**src/rtl/guarded_watchdog_pkg.sv**
```systemverilog
// Shared constants and types for the key-guarded watchdog.
// Assumes a 32-bit data bus and byte offsets on 4-byte strides.
package guarded_watchdog_pkg;

    localparam logic [15:0] UNLOCK_KEY = 16'h5A96;

    localparam logic [3:0] OFS_CTRL = 4'h0;
    localparam logic [3:0] OFS_STAT = 4'h4;
    localparam logic [3:0] OFS_KICK = 4'h8;
    localparam logic [3:0] OFS_MRST = 4'hC;

    typedef enum logic {
        WD_MODE_RESET = 1'b0,
        WD_MODE_IRQ   = 1'b1
    } wd_mode_e;

endpackage

```
**src/rtl/wd_ctrl_regs.sv**
```systemverilog
// Control word with key check, sticky interrupt flag and manual-reset decode.
// Assumes the write strobes are one-cycle pulses already decoded by address.
module wd_ctrl_regs
    import guarded_watchdog_pkg::*;
#(
    parameter int TMO_W = 8
) (
    input  logic             clk,
    input  logic             rst_n,
    input  logic             wr_ctrl,
    input  logic             wr_stat,
    input  logic             wr_mrst,
    input  logic [15:0]      wr_key,
    input  logic [TMO_W-1:0] wr_tmo,
    input  logic [2:0]       wr_low,
    input  logic             expire,
    input  logic             en_st,
    output logic             ctrl_en,
    output wd_mode_e         ctrl_mode,
    output logic             ctrl_ext,
    output logic [TMO_W-1:0] ctrl_tmo,
    output logic             irq_flag,
    output logic             man_hit
);

    logic key_ok;
    assign key_ok = (wr_key == UNLOCK_KEY);

    // Control word: updated only by a keyed write.
    always_ff @(posedge clk) begin
        if (!rst_n) begin
            ctrl_en   <= 1'b0;
            ctrl_mode <= WD_MODE_RESET;
            ctrl_ext  <= 1'b0;
            ctrl_tmo  <= '0;
        end else if (wr_ctrl && key_ok) begin
            ctrl_en   <= wr_low[0];
            ctrl_mode <= wd_mode_e'(wr_low[1]);
            ctrl_ext  <= wr_low[2];
            ctrl_tmo  <= wr_tmo;
        end
    end

    // Interrupt flag: set on expiry in interrupt mode, write-one-to-clear.
    always_ff @(posedge clk) begin
        if (!rst_n) begin
            irq_flag <= 1'b0;
        end else if (expire && ctrl_mode == WD_MODE_IRQ) begin
            irq_flag <= 1'b1;
        end else if (wr_stat && wr_low[1]) begin
            irq_flag <= 1'b0;
        end
    end

    // Manual reset request is honoured only while counting is active.
    always_comb begin
        man_hit = wr_mrst && wr_low[0] && en_st;
    end

endmodule

```
**src/rtl/wd_handshake.sv**
```systemverilog
// Delayed completion of enable/disable and kick requests.
// Assumes DLY >= 1; each request completes DLY edges after it is issued.
module wd_handshake #(
    parameter int DLY = 3
) (
    input  logic clk,
    input  logic rst_n,
    input  logic ctrl_en,
    input  logic kick_req,
    output logic en_st,
    output logic en_load,
    output logic kick_busy,
    output logic kick_done
);

    localparam int CW = $clog2(DLY + 1);
    localparam logic [CW-1:0] LAST = CW'(DLY - 1);

    logic [CW-1:0] ecnt;
    logic [CW-1:0] kcnt;
    logic          en_settle;

    assign en_settle = (ctrl_en != en_st) && (ecnt == LAST);
    assign en_load   = en_settle && ctrl_en;
    assign kick_done = kick_busy && (kcnt == LAST);

    // Enable status: follows the control bit after DLY cycles of mismatch.
    always_ff @(posedge clk) begin
        if (!rst_n) begin
            en_st <= 1'b0;
            ecnt  <= '0;
        end else if (ctrl_en == en_st) begin
            ecnt  <= '0;
        end else if (en_settle) begin
            en_st <= ctrl_en;
            ecnt  <= '0;
        end else begin
            ecnt  <= ecnt + 1'b1;
        end
    end

    // Kick: busy from the request until DLY edges later; requests while busy merge.
    always_ff @(posedge clk) begin
        if (!rst_n) begin
            kick_busy <= 1'b0;
            kcnt      <= '0;
        end else if (kick_busy) begin
            if (kick_done) begin
                kick_busy <= 1'b0;
                kcnt      <= '0;
            end else begin
                kcnt      <= kcnt + 1'b1;
            end
        end else if (kick_req) begin
            kick_busy <= 1'b1;
        end
    end

endmodule

```
**src/rtl/wd_downcount.sv**
```systemverilog
// Watchdog down-counter: loads on request, expires at zero and reloads.
// Assumes load has priority over expiry in the same cycle.
module wd_downcount #(
    parameter int CNT_W = 20
) (
    input  logic             clk,
    input  logic             rst_n,
    input  logic             active,
    input  logic             load,
    input  logic [CNT_W-1:0] reload,
    output logic [CNT_W-1:0] count,
    output logic             expire
);

    assign expire = active && (count == '0) && !load;

    // Counter: load, reload on expiry, else decrement while active.
    always_ff @(posedge clk) begin
        if (!rst_n) begin
            count <= '0;
        end else if (load) begin
            count <= reload;
        end else if (active) begin
            if (count == '0) count <= reload;
            else             count <= count - 1'b1;
        end
    end

endmodule

```
**src/rtl/guarded_watchdog.sv**
```systemverilog
// Top of the key-guarded watchdog: address decode, read mux, reset outputs.
// Assumes one-cycle write strobes and reads that sample bus_rdata combinationally.
module guarded_watchdog
    import guarded_watchdog_pkg::*;
#(
    parameter int ADDR_W     = 4,
    parameter int TMO_W      = 8,
    parameter int UNIT_SHIFT = 12,
    parameter int SYNC_DLY   = 3
) (
    input  logic              clk,
    input  logic              rst_n,
    input  logic [ADDR_W-1:0] bus_addr,
    input  logic              bus_wen,
    input  logic [31:0]       bus_wdata,
    output logic [31:0]       bus_rdata,
    output logic              wdt_rst_o,
    output logic              ext_rst_o,
    output logic              irq_o
);

    localparam int CNT_W = TMO_W + UNIT_SHIFT;

    logic             wr_ctrl, wr_stat, wr_kick, wr_mrst;
    logic             ctrl_en, ctrl_ext, irq_flag, man_hit;
    wd_mode_e         ctrl_mode;
    logic [TMO_W-1:0] ctrl_tmo;
    logic             en_st, en_load, trig_busy, kick_done, expire;
    logic [CNT_W-1:0] count, reload;
    logic [31:0]      ctrl_rd, stat_rd;
    logic             unused_wdata;

    assign unused_wdata = ^bus_wdata;

    assign wr_ctrl = bus_wen && (bus_addr == ADDR_W'(OFS_CTRL));
    assign wr_stat = bus_wen && (bus_addr == ADDR_W'(OFS_STAT));
    assign wr_kick = bus_wen && (bus_addr == ADDR_W'(OFS_KICK)) && bus_wdata[0];
    assign wr_mrst = bus_wen && (bus_addr == ADDR_W'(OFS_MRST));

    assign reload = {ctrl_tmo, {UNIT_SHIFT{1'b0}}};

    wd_ctrl_regs #(.TMO_W(TMO_W)) u_regs (
        .clk(clk), .rst_n(rst_n),
        .wr_ctrl(wr_ctrl), .wr_stat(wr_stat), .wr_mrst(wr_mrst),
        .wr_key(bus_wdata[31:16]), .wr_tmo(bus_wdata[8 +: TMO_W]),
        .wr_low(bus_wdata[2:0]),
        .expire(expire), .en_st(en_st),
        .ctrl_en(ctrl_en), .ctrl_mode(ctrl_mode), .ctrl_ext(ctrl_ext),
        .ctrl_tmo(ctrl_tmo), .irq_flag(irq_flag), .man_hit(man_hit)
    );

    wd_handshake #(.DLY(SYNC_DLY)) u_hs (
        .clk(clk), .rst_n(rst_n),
        .ctrl_en(ctrl_en), .kick_req(wr_kick),
        .en_st(en_st), .en_load(en_load),
        .kick_busy(trig_busy), .kick_done(kick_done)
    );

    wd_downcount #(.CNT_W(CNT_W)) u_cnt (
        .clk(clk), .rst_n(rst_n),
        .active(en_st), .load(en_load || kick_done), .reload(reload),
        .count(count), .expire(expire)
    );

    // Reset outputs: one-cycle pulses on reset-mode expiry or manual request.
    always_ff @(posedge clk) begin
        if (!rst_n) begin
            wdt_rst_o <= 1'b0;
            ext_rst_o <= 1'b0;
        end else begin
            wdt_rst_o <= (expire && ctrl_mode == WD_MODE_RESET) || man_hit;
            ext_rst_o <= ((expire && ctrl_mode == WD_MODE_RESET) || man_hit) && ctrl_ext;
        end
    end

    assign irq_o = irq_flag;

    // Read mux: assemble register images and select by address.
    always_comb begin
        ctrl_rd = 32'({ctrl_tmo, 5'b0, ctrl_ext, ctrl_mode, ctrl_en});
        stat_rd = 32'({count, 6'b0, irq_flag, en_st});
        case (bus_addr)
            ADDR_W'(OFS_CTRL): bus_rdata = ctrl_rd;
            ADDR_W'(OFS_STAT): bus_rdata = stat_rd;
            ADDR_W'(OFS_KICK): bus_rdata = 32'(trig_busy);
            default:           bus_rdata = '0;
        endcase
    end

endmodule

```
**config.mk**
```make
export PLATFORM = sky130hd
export DESIGN_NAME = guarded_watchdog
export DESIGN_NICKNAME = d
export VERILOG_FILES = /design/src/rtl/guarded_watchdog_pkg.sv /design/src/rtl/wd_ctrl_regs.sv /design/src/rtl/wd_handshake.sv /design/src/rtl/wd_downcount.sv /design/src/rtl/guarded_watchdog.sv
export SDC_FILE = /design/constraint.sdc
export NUM_CORES = 1
export LEC_CHECK = 0
export ABC_CLOCK_PERIOD_IN_PS = 2200
export CAP_MARGIN = 40
export CORE_MARGIN = 1.5
export CORE_UTILIZATION = 48
export DETAILED_ROUTE_END_ITERATION = 8
export PLACE_DENSITY = 0.87
export SYNTH_ARGS = -nofsm -noshare
export SYNTH_HDL_FRONTEND = slang
export SYNTH_HIERARCHICAL = 1
export SYNTH_SLANG_ARGS = --single-unit
```
**constraint.sdc**
```tcl
create_clock -name clk -period 2.2 [get_ports clk]
set_clock_uncertainty 0.1 [all_clocks]
set_input_delay 0.55 -clock clk [delete_from_list [all_inputs] [get_ports clk]]
set_output_delay 0.55 -clock clk [all_outputs]
set_load 0.02 [all_outputs]
```
==> impl_metrics.prom, run 1 <==
# TYPE chip_impl_metric gauge
chip_impl_metric{name="depth_of_the_worst_register_to_register_path",unit=""} 6
chip_impl_metric{name="hold_path_depth",unit=""} 1
chip_impl_info{name="synth_flop_cell",value="dfxtp_1"} 1
chip_impl_metric{name="crit_required",unit="ns"} 1.55
chip_impl_metric{name="place_area",unit="mm^2"} 0.00344
chip_impl_info{name="violations",value="setup timing"} 1
chip_impl_metric{name="final_layout_size_suffix_gt1_frac",unit=""} 0.268
chip_impl_metric{name="pwr-share-seq",unit=""} 0.466
chip_impl_metric{name="finalHoldWorstSlack",unit="ns"} 0.322
chip_impl_metric{name="combinationalPowerShare",unit=""} 0.104
chip_impl_metric{name="drtAntennaViolNets",unit=""} 0
chip_impl_metric{name="postSynth.asyncResetShare",unit=""} 0
chip_impl_metric{name="cellLeakagePower",unit="nW"} 1.53
chip_impl_metric{name="power.density",unit="mW/mm^2"} 416
chip_impl_metric{name="power.share.clock",unit=""} 0.430
chip_impl_metric{name="route.detailed.vias_per_inst",unit=""} 6.06
chip_impl_metric{name="clock_sinks",unit=""} 40
chip_impl_metric{name="die_area",unit="mm^2"} 0.00580
chip_impl_info{name="tritoncts",value="built"} 1
chip_impl_metric{name="number_of_slew_limit_violations_in_the_final_report",unit=""} 0
chip_impl_metric{name="critical_path.max_fanout",unit=""} 5
chip_impl_info{name="layout_commonest_cell",value="dfxtp_1"} 1
chip_impl_info{name="highest-signal-layer",value="met4"} 1
chip_impl_metric{name="cts_hold_buf",unit=""} 0
chip_impl_metric{name="power.switching_fraction",unit=""} 0.220
chip_impl_metric{name="timing.final.crit_period",unit="ns"} 2.22
chip_impl_metric{name="cap_violations",unit=""} 0
chip_impl_metric{name="postRouteWirelength",unit="um"} 8490
chip_impl_metric{name="worst_ir_drop_vdd",unit="mV"} 0.289
chip_impl_metric{name="design_area",unit="mm^2"} 0.00374
chip_impl_info{name="min_from",value="u_hs/ecnt[0]"} 1
chip_impl_metric{name="critical_path.max_stage_delay",unit="ns"} 0.27
chip_impl_info{name="cp-end-kind",value="output port"} 1
chip_impl_info{name="criticalPathCategory",value="primary input to output port"} 1
chip_impl_metric{name="worst-endpoint-arrival",unit="ns"} 1.57
chip_impl_metric{name="areaGrowthSynthToFinish",unit="%"} 45.5
chip_impl_metric{name="drc_viols",unit=""} 0
chip_impl_info{name="critical-path-top-delay-family",value="buffers and inverters"} 1
chip_impl_info{name="worst_r2r_startpoint",value="u_cnt/count[0]"} 1
chip_impl_metric{name="routedLengthMet1",unit="um"} 3260
chip_impl_metric{name="finish.net_count",unit=""} 452
chip_impl_metric{name="finish.utilization",unit=""} 0.728
chip_impl_metric{name="h_tree_level_count",unit=""} 2
chip_impl_metric{name="sequential_fraction_of_the_synthesis_area",unit=""} 0.312
chip_impl_info{name="worst_hold_check_path_type",value="flip-flop to flip-flop"} 1
chip_impl_metric{name="hold_violations",unit=""} 0
chip_impl_metric{name="grtUsageTotal",unit=""} 0.285
chip_impl_metric{name="min_period_over_period",unit=""} 1.01
chip_impl_metric{name="route.vias.total",unit=""} 2915
chip_impl_metric{name="grt_pass1_vias",unit=""} 2700
chip_impl_info{name="status",value="complete, but fails checks"} 1
chip_impl_metric{name="count_of_input_and_output_buffers",unit=""} 59
chip_impl_metric{name="synth.lib_cells_used.distinct",unit=""} 63
chip_impl_metric{name="synth-warning-count",unit=""} 6
chip_impl_metric{name="first_pass_grt_wire_length",unit="um"} 13200
chip_impl_metric{name="synth_area",unit="mm^2"} 0.00257
chip_impl_metric{name="dr_wl_met2",unit="um"} 4150
chip_impl_metric{name="wire_per_inst",unit="um"} 17.7
chip_impl_metric{name="antenna_found_initial",unit=""} 0
chip_impl_info{name="cpMaxStageDelayCell",value="nor4b_4"} 1
chip_impl_metric{name="detailedRoute.firstPassIterationCount",unit=""} 6
chip_impl_metric{name="gpl.final_weighted_congestion",unit=""} 0.941
chip_impl_metric{name="number_of_enable_flip_flop_cells_after_synthesis",unit=""} 0
chip_impl_metric{name="critical_path.n_buffers_inverters",unit=""} 4
chip_impl_metric{name="diodes",unit=""} 0
chip_impl_metric{name="max_clock_freq",unit="MHz"} 451
chip_impl_info{name="mostFrequentLayoutCells",value="dfxtp_1, nand2_1, buf_4"} 1
chip_impl_metric{name="crit_cells",unit=""} 6
chip_impl_metric{name="clockBufferDepth",unit=""} 2
chip_impl_metric{name="die_x",unit="um"} 76.2
chip_impl_metric{name="routed-wl-met3",unit="um"} 791
chip_impl_metric{name="dr.first_iter.drc_count",unit=""} 386
chip_impl_metric{name="clk_transition_reported_paths",unit="ns"} 0.08
chip_impl_metric{name="sum_of_overflow_across_all_layers_after_global_routing",unit=""} 0
chip_impl_metric{name="internal_power",unit="W"} 0.00121
chip_impl_info{name="worst_setup_path_startpoint",value="bus_addr[0]"} 1
chip_impl_metric{name="place_hpwl",unit="um"} 5810
chip_impl_metric{name="syn-mean-instance-area",unit="um^2"} 8.34
chip_impl_info{name="post-synth-top-area-cell",value="dfxtp_1"} 1
chip_impl_metric{name="core-area",unit="mm^2"} 0.00514
chip_impl_metric{name="fill_cells",unit=""} 395
chip_impl_info{name="setup.worst_path.start_class",value="primary input"} 1
chip_impl_metric{name="rows",unit=""} 26
chip_impl_metric{name="number_of_setup_violations_in_the_final_report",unit=""} 1
chip_impl_info{name="root_buffer",value="clkbuf_8"} 1
chip_impl_metric{name="synth-seq-cells",unit=""} 40
chip_impl_metric{name="total_switching_power",unit="W"} 0.000341
chip_impl_metric{name="grt_start_max_net_pins",unit=""} 31
chip_impl_info{name="cp_cell_sequence",value="buf_8 > nor4b_4 > buf_6 > clkbuf_16 > a22o_1 > buf_6"} 1
chip_impl_metric{name="die_height",unit="um"} 76.2
chip_impl_metric{name="floorplan.initialDensity",unit=""} 0.500
chip_impl_metric{name="postLayoutSetupSlackWorst",unit="ns"} -0.0162
chip_impl_metric{name="top_level_ports",unit=""} 74
chip_impl_metric{name="syn-instance-count",unit=""} 308
chip_impl_info{name="cp_common_cell",value="buf_6"} 1
chip_impl_metric{name="synthDominantCellAreaShare",unit=""} 0.312
chip_impl_metric{name="cts_inserted_buffers",unit=""} 5
chip_impl_info{name="post_synth_main_area_contributors",value="dfxtp_1, nand2_1, mux2i_1"} 1
chip_impl_info{name="rsz0062_at_grt",value="true"} 1
chip_impl_metric{name="clock_insertion_delay_worst_skew",unit="ns"} 0.30
## through the flow
step	setup WS, ns	std cells	TNS, ns	power (W)
final	-0.0162	481	-0.0162	0.00156
after global routing	-0.0153	481	-0.0159	0.00160
after CTS	-0.0856	482	-0.700	0.00155
after detailed placement	-0.933	467	-29.77	0.000883
after global placement	-0.856	467	-28.03	0.000879
after floorplan	0.109	330	0	0.000804
## metal layers
| metal | vias up | global-route usage |
|---|---|---|
| li1 | 1323 | - |
| met1 | 1367 | 0.338 |
| met2 | 189 | 0.493 |
| met4 | 0 | 0.122 |
| met3 | 36 | 0.0659 |
| met5 | - | 0 |
## sequential cells by signal, summed over array words and instances (netlist names)
signal	cells
u_cnt/count	20
u_regs/ctrl_tmo	8
u_hs/ecnt	2
u_hs/kcnt	2
ext_rst_o	1
u_hs/en_st	1
u_hs/kick_busy	1
u_regs/ctrl_en	1
u_regs/ctrl_ext	1
u_regs/ctrl_mode	1
u_regs/irq_flag	1
wdt_rst_o	1
## logic make-up (layout without fill, tap and decap cells)
kind of cell	count (synthesis)	count (layout)	share of synthesized area
mux	12	12	0.0472
simple gates	146	147	0.352
flops	40	40	0.312
fa+ha+maj	3	3	0.0146
xor+xnor	2	2	0.00682
other cells	1	23	0.00146
buf+inv	32	112	0.0755
compound gates	72	72	0.190
## cell type report
class,instances,area (um^2),area share
clock buffer,7,96.3,0.0258
clock inverter,1,30.0,0.00803
inverter,7,26.3,0.00703
multi-input combinational,259,1740,0.465
sequential,40,801,0.214
tap,70,87.6,0.0234
timing repair buffer,97,958,0.256
## power groups by stage
stage | clock network, W | registers, W | logic, W
floorplan | 0 | 0.000741 | 0.0000625
detailed placement | 0 | 0.000741 | 0.000142
global route | 0.000705 | 0.000724 | 0.000172
CTS | 0.000670 | 0.000724 | 0.000158
global placement | 0 | 0.000741 | 0.000138
finish | 0.000669 | 0.000724 | 0.000162
## repair_timing
item                                    CTS  global route
buffers inserted                          4             1
gates resized for setup                 171            22
endpoints found under the setup margin   35            48
cloned                                    3             0
pin swaps                                17             7
## synthesized netlist by cell type (4+ instances only)
master	number
nand2_1	36
a21oi_1	14
nand4b_1	4
buf_4	11
inv_1	7
nor3_1	7
a31oi_1	6
and3_1	8
dfxtp_1	40
nor2b_1	5
a22o_1	9
mux2i_1	11
clkbuf_1	10
nand3_1	14
nand4_1	8
o211ai_1	4
and2_1	13
nor2_1	16
o21ai_0	18
## final timing paths
check                    endpoint  slack (ns)
hold reg to reg      u_hs/ecnt[0]        0.32
setup reg to reg  u_cnt/count[16]        0.06
hold / removal       u_hs/ecnt[0]        0.32
setup / recovery    bus_rdata[14]       -0.02
Note: power is estimated with default switching activity, not from simulation.
==> run 2: changes to the inputs <==
- CTS_CLUSTER_SIZE: not set -> 10
==> results of run 2 <==
Final layout, timing and power as in run 1 (identical DEF).
==> run 3: changes to the inputs <==
- CORE_ASPECT_RATIO: not set -> 1.2
==> run 3 against run 2 <==
  * The flow still finishes with violations (setup timing)
  * Via count rose by 4.0%
  * Final cell count fell by 1.7%
  * Global-route usage rose by 1.5 points
  * Utilization fell by 3.1 points
  * Combinational power rose by 9%
  * Routed wire length rose by 13%
  * Critical path depth rose by 1
  * Hold slack improved by 0.027 ns
  * Highest routed layer unchanged
==> impl_metrics.prom, run 3 (synthesis gave the netlist of run 1 again) <==
# TYPE chip_impl_metric gauge
chip_impl_info{name="setup.worst_path.start_class",value="primary input"} 1
chip_impl_metric{name="finalNonFillerCells",unit=""} 473
chip_impl_metric{name="power.density",unit="mW/mm^2"} 416
chip_impl_metric{name="postLayoutSetupSlackWorst",unit="ns"} -0.0885
chip_impl_info{name="criticalPathCategory",value="primary input to flip-flop"} 1
chip_impl_metric{name="final_layout_size_suffix_gt1_frac",unit=""} 0.243
chip_impl_metric{name="diodes",unit=""} 0
chip_impl_metric{name="finalPower",unit="W"} 0.00151
chip_impl_metric{name="max_clock_freq",unit="MHz"} 437
chip_impl_metric{name="rows",unit=""} 29
chip_impl_metric{name="cellLeakagePower",unit="nW"} 1.51
chip_impl_metric{name="hold_path_depth",unit=""} 1
chip_impl_metric{name="cts_inserted_buffers",unit=""} 5
chip_impl_info{name="tritoncts",value="built"} 1
chip_impl_metric{name="die_area",unit="mm^2"} 0.00580
chip_impl_info{name="worst_hold_check_path_type",value="flip-flop to flip-flop"} 1
chip_impl_metric{name="drc_viols",unit=""} 0
chip_impl_info{name="cp-end-kind",value="flip-flop"} 1
chip_impl_metric{name="postRouteWirelength",unit="um"} 9600
chip_impl_metric{name="drtAntennaViolNets",unit=""} 0
chip_impl_metric{name="critical_path.max_fanout",unit=""} 6
chip_impl_info{name="root_buffer",value="clkbuf_8"} 1
chip_impl_metric{name="finish.net_count",unit=""} 452
chip_impl_metric{name="core-area",unit="mm^2"} 0.00523
chip_impl_metric{name="h_tree_level_count",unit=""} 2
chip_impl_metric{name="grt_start_max_net_pins",unit=""} 34
chip_impl_metric{name="multiInputGateArea",unit="mm^2"} 0.00172
chip_impl_metric{name="fill_cells",unit=""} 374
chip_impl_info{name="worst_r2r_startpoint",value="u_cnt/count[6]"} 1
chip_impl_metric{name="dr.first_iter.drc_count",unit=""} 243
chip_impl_info{name="regMostFlops",value="u_cnt/count"} 1
chip_impl_metric{name="number_of_setup_violations_in_the_final_report",unit=""} 13
chip_impl_metric{name="place_inst",unit=""} 455
chip_impl_metric{name="min_period_over_period",unit=""} 1.04
chip_impl_metric{name="hold_violations",unit=""} 0
chip_impl_metric{name="cts_hold_buf",unit=""} 0
chip_impl_metric{name="first_pass_grt_wire_length",unit="um"} 14100
chip_impl_info{name="layout_commonest_cell",value="dfxtp_1"} 1
chip_impl_metric{name="design_area",unit="mm^2"} 0.00364
chip_impl_metric{name="antenna_found_initial",unit=""} 0
chip_impl_info{name="biggestRegsByFlops",value="u_cnt/count: 20 flops, u_regs/ctrl_tmo: 8 flops"} 1
chip_impl_metric{name="count_of_input_and_output_buffers",unit=""} 59
chip_impl_metric{name="wire_per_inst",unit="um"} 20.3
chip_impl_metric{name="place_area",unit="mm^2"} 0.00337
chip_impl_info{name="rsz0062_at_grt",value="true"} 1
chip_impl_info{name="status",value="complete, but fails checks"} 1
chip_impl_metric{name="clk_transition_reported_paths",unit="ns"} 0.08
chip_impl_metric{name="gpl.final_weighted_congestion",unit=""} 0.945
chip_impl_info{name="violations",value="setup timing"} 1
chip_impl_info{name="whs_endpoint",value="u_hs/ecnt[0]"} 1
chip_impl_info{name="min_from",value="u_hs/ecnt[0]"} 1
chip_impl_metric{name="grtUsageTotal",unit=""} 0.300
chip_impl_metric{name="crit_required",unit="ns"} 2.32
chip_impl_metric{name="layout.area.seq",unit="um^2"} 801
chip_impl_metric{name="route.vias.total",unit=""} 3031
chip_impl_info{name="mostFrequentLayoutCells",value="dfxtp_1, buf_4, nand2_1"} 1
chip_impl_metric{name="r2r_slack",unit="ns"} -0.02
chip_impl_metric{name="worst-endpoint-arrival",unit="ns"} 2.41
chip_impl_metric{name="number_of_slew_limit_violations_in_the_final_report",unit=""} 0
chip_impl_metric{name="top_level_ports",unit=""} 74
chip_impl_metric{name="finish.utilization",unit=""} 0.696
chip_impl_metric{name="detailedRoute.firstPassIterationCount",unit=""} 5
chip_impl_metric{name="die_x",unit="um"} 69.8
chip_impl_metric{name="route.detailed.vias_per_inst",unit=""} 6.41
chip_impl_metric{name="grt_pass1_vias",unit=""} 2971
chip_impl_metric{name="place_hpwl",unit="um"} 5620
chip_impl_metric{name="sum_of_overflow_across_all_layers_after_global_routing",unit=""} 0
chip_impl_info{name="worst_setup_path_startpoint",value="bus_wen"} 1
chip_impl_metric{name="floorplan.initialDensity",unit=""} 0.492
chip_impl_metric{name="cap_violations",unit=""} 0
chip_impl_metric{name="die_height",unit="um"} 83.2
chip_impl_info{name="reg2reg_to",value="u_cnt/count[17]"} 1
chip_impl_metric{name="areaGrowthSynthToFinish",unit="%"} 41.5
chip_impl_metric{name="worst_ir_drop_vdd",unit="mV"} 0.395
chip_impl_metric{name="clock_sinks",unit=""} 40
chip_impl_metric{name="timing.final.crit_period",unit="ns"} 2.29
chip_impl_metric{name="largest_reg_flops",unit=""} 20
chip_impl_metric{name="clock_insertion_delay_worst_skew",unit="ns"} 0.30
chip_impl_metric{name="clockBufferDepth",unit=""} 2
chip_impl_metric{name="depth_of_the_worst_register_to_register_path",unit=""} 6
run 3: cell count changes in the layout (fill, tap and decap cells not counted), moves of 2 or more:
cell and change:
buf_6 -4, buf_4 +6, clkbuf_8 -2, a21oi_1 +2
and2_1 +7, buf_2 +2, and2_4 -7
run 3: critical path: stages:
cell           delay, ns
dlygate4sd2_1       0.24
or3b_4              0.41
nor3_4              0.12
and4bb_1            0.24
nand4_1             0.15
and4bb_4            0.46
mux2i_1             0.24
run 3: final cells by class:
| class | count | share of cell area |
|---|---|---|
| inverter | 7 | 0.00722 |
| clock buffer | 6 | 0.0200 |
| timing repair buffer | 97 | 0.248 |
| clock inverter | 2 | 0.00963 |
| sequential | 40 | 0.220 |
| multi-input combinational | 259 | 0.473 |
| tap | 62 | 0.0213 |
run 3: metal layers:
metal	track usage	up-vias	routed length, um	share of wire
li1	-	1312	-	-
met1	0.325	1392	3300	0.34
met2	0.544	258	4830	0.50
met3	0.0558	69	872	0.091
met4	0.159	0	602	0.063
met5	0	-	0	0
run 3: timing repair:
item / 4_1_cts / 5_1_grt
setup buffers: 7 / 1
pin swaps: 10 / 11
gates resized for setup: 149 / 30
endpoints found under the setup margin: 34 / 46
endpoints found under the hold margin: 0 / 0
cloned: 3 / 0
run 3: metrics by stage:
stage | hold WS, ns | setup TNS, ns | setup slack [ns]
after CTS | 0.333 | -0.277 | -0.0664
after detailed placement | 0.321 | -28.01 | -0.862
final | 0.349 | -0.498 | -0.0885
after global placement | 0.307 | -26.38 | -0.814
after floorplan | 0.299 | 0 | 0.109
after global routing | 0.380 | -0.627 | -0.0789
run 3: how the worst max path moves through the flow:
stage | end | slack, ns | cells past startpoint
3_3_place_gp | bus_rdata[14] | -0.81 | 5
5_1_grt | u_cnt/count[17] | -0.08 | 6
4_1_cts | u_regs/ctrl_ext | -0.07 | 8
6_report | u_regs/ctrl_ext | -0.09 | 7
3_5_place_dp | u_regs/ctrl_ext | -0.86 | 8
2_1_floorplan | u_regs/ctrl_en | 0.11 | 7
run 3: where the power goes:
part | internal [W] | switching [W]
Clock | 0.000337 | 0.000274
Sequential | 0.000724 | 0.000000578
Combinational | 0.0000929 | 0.0000832
Total | 0.00115 | 0.000358
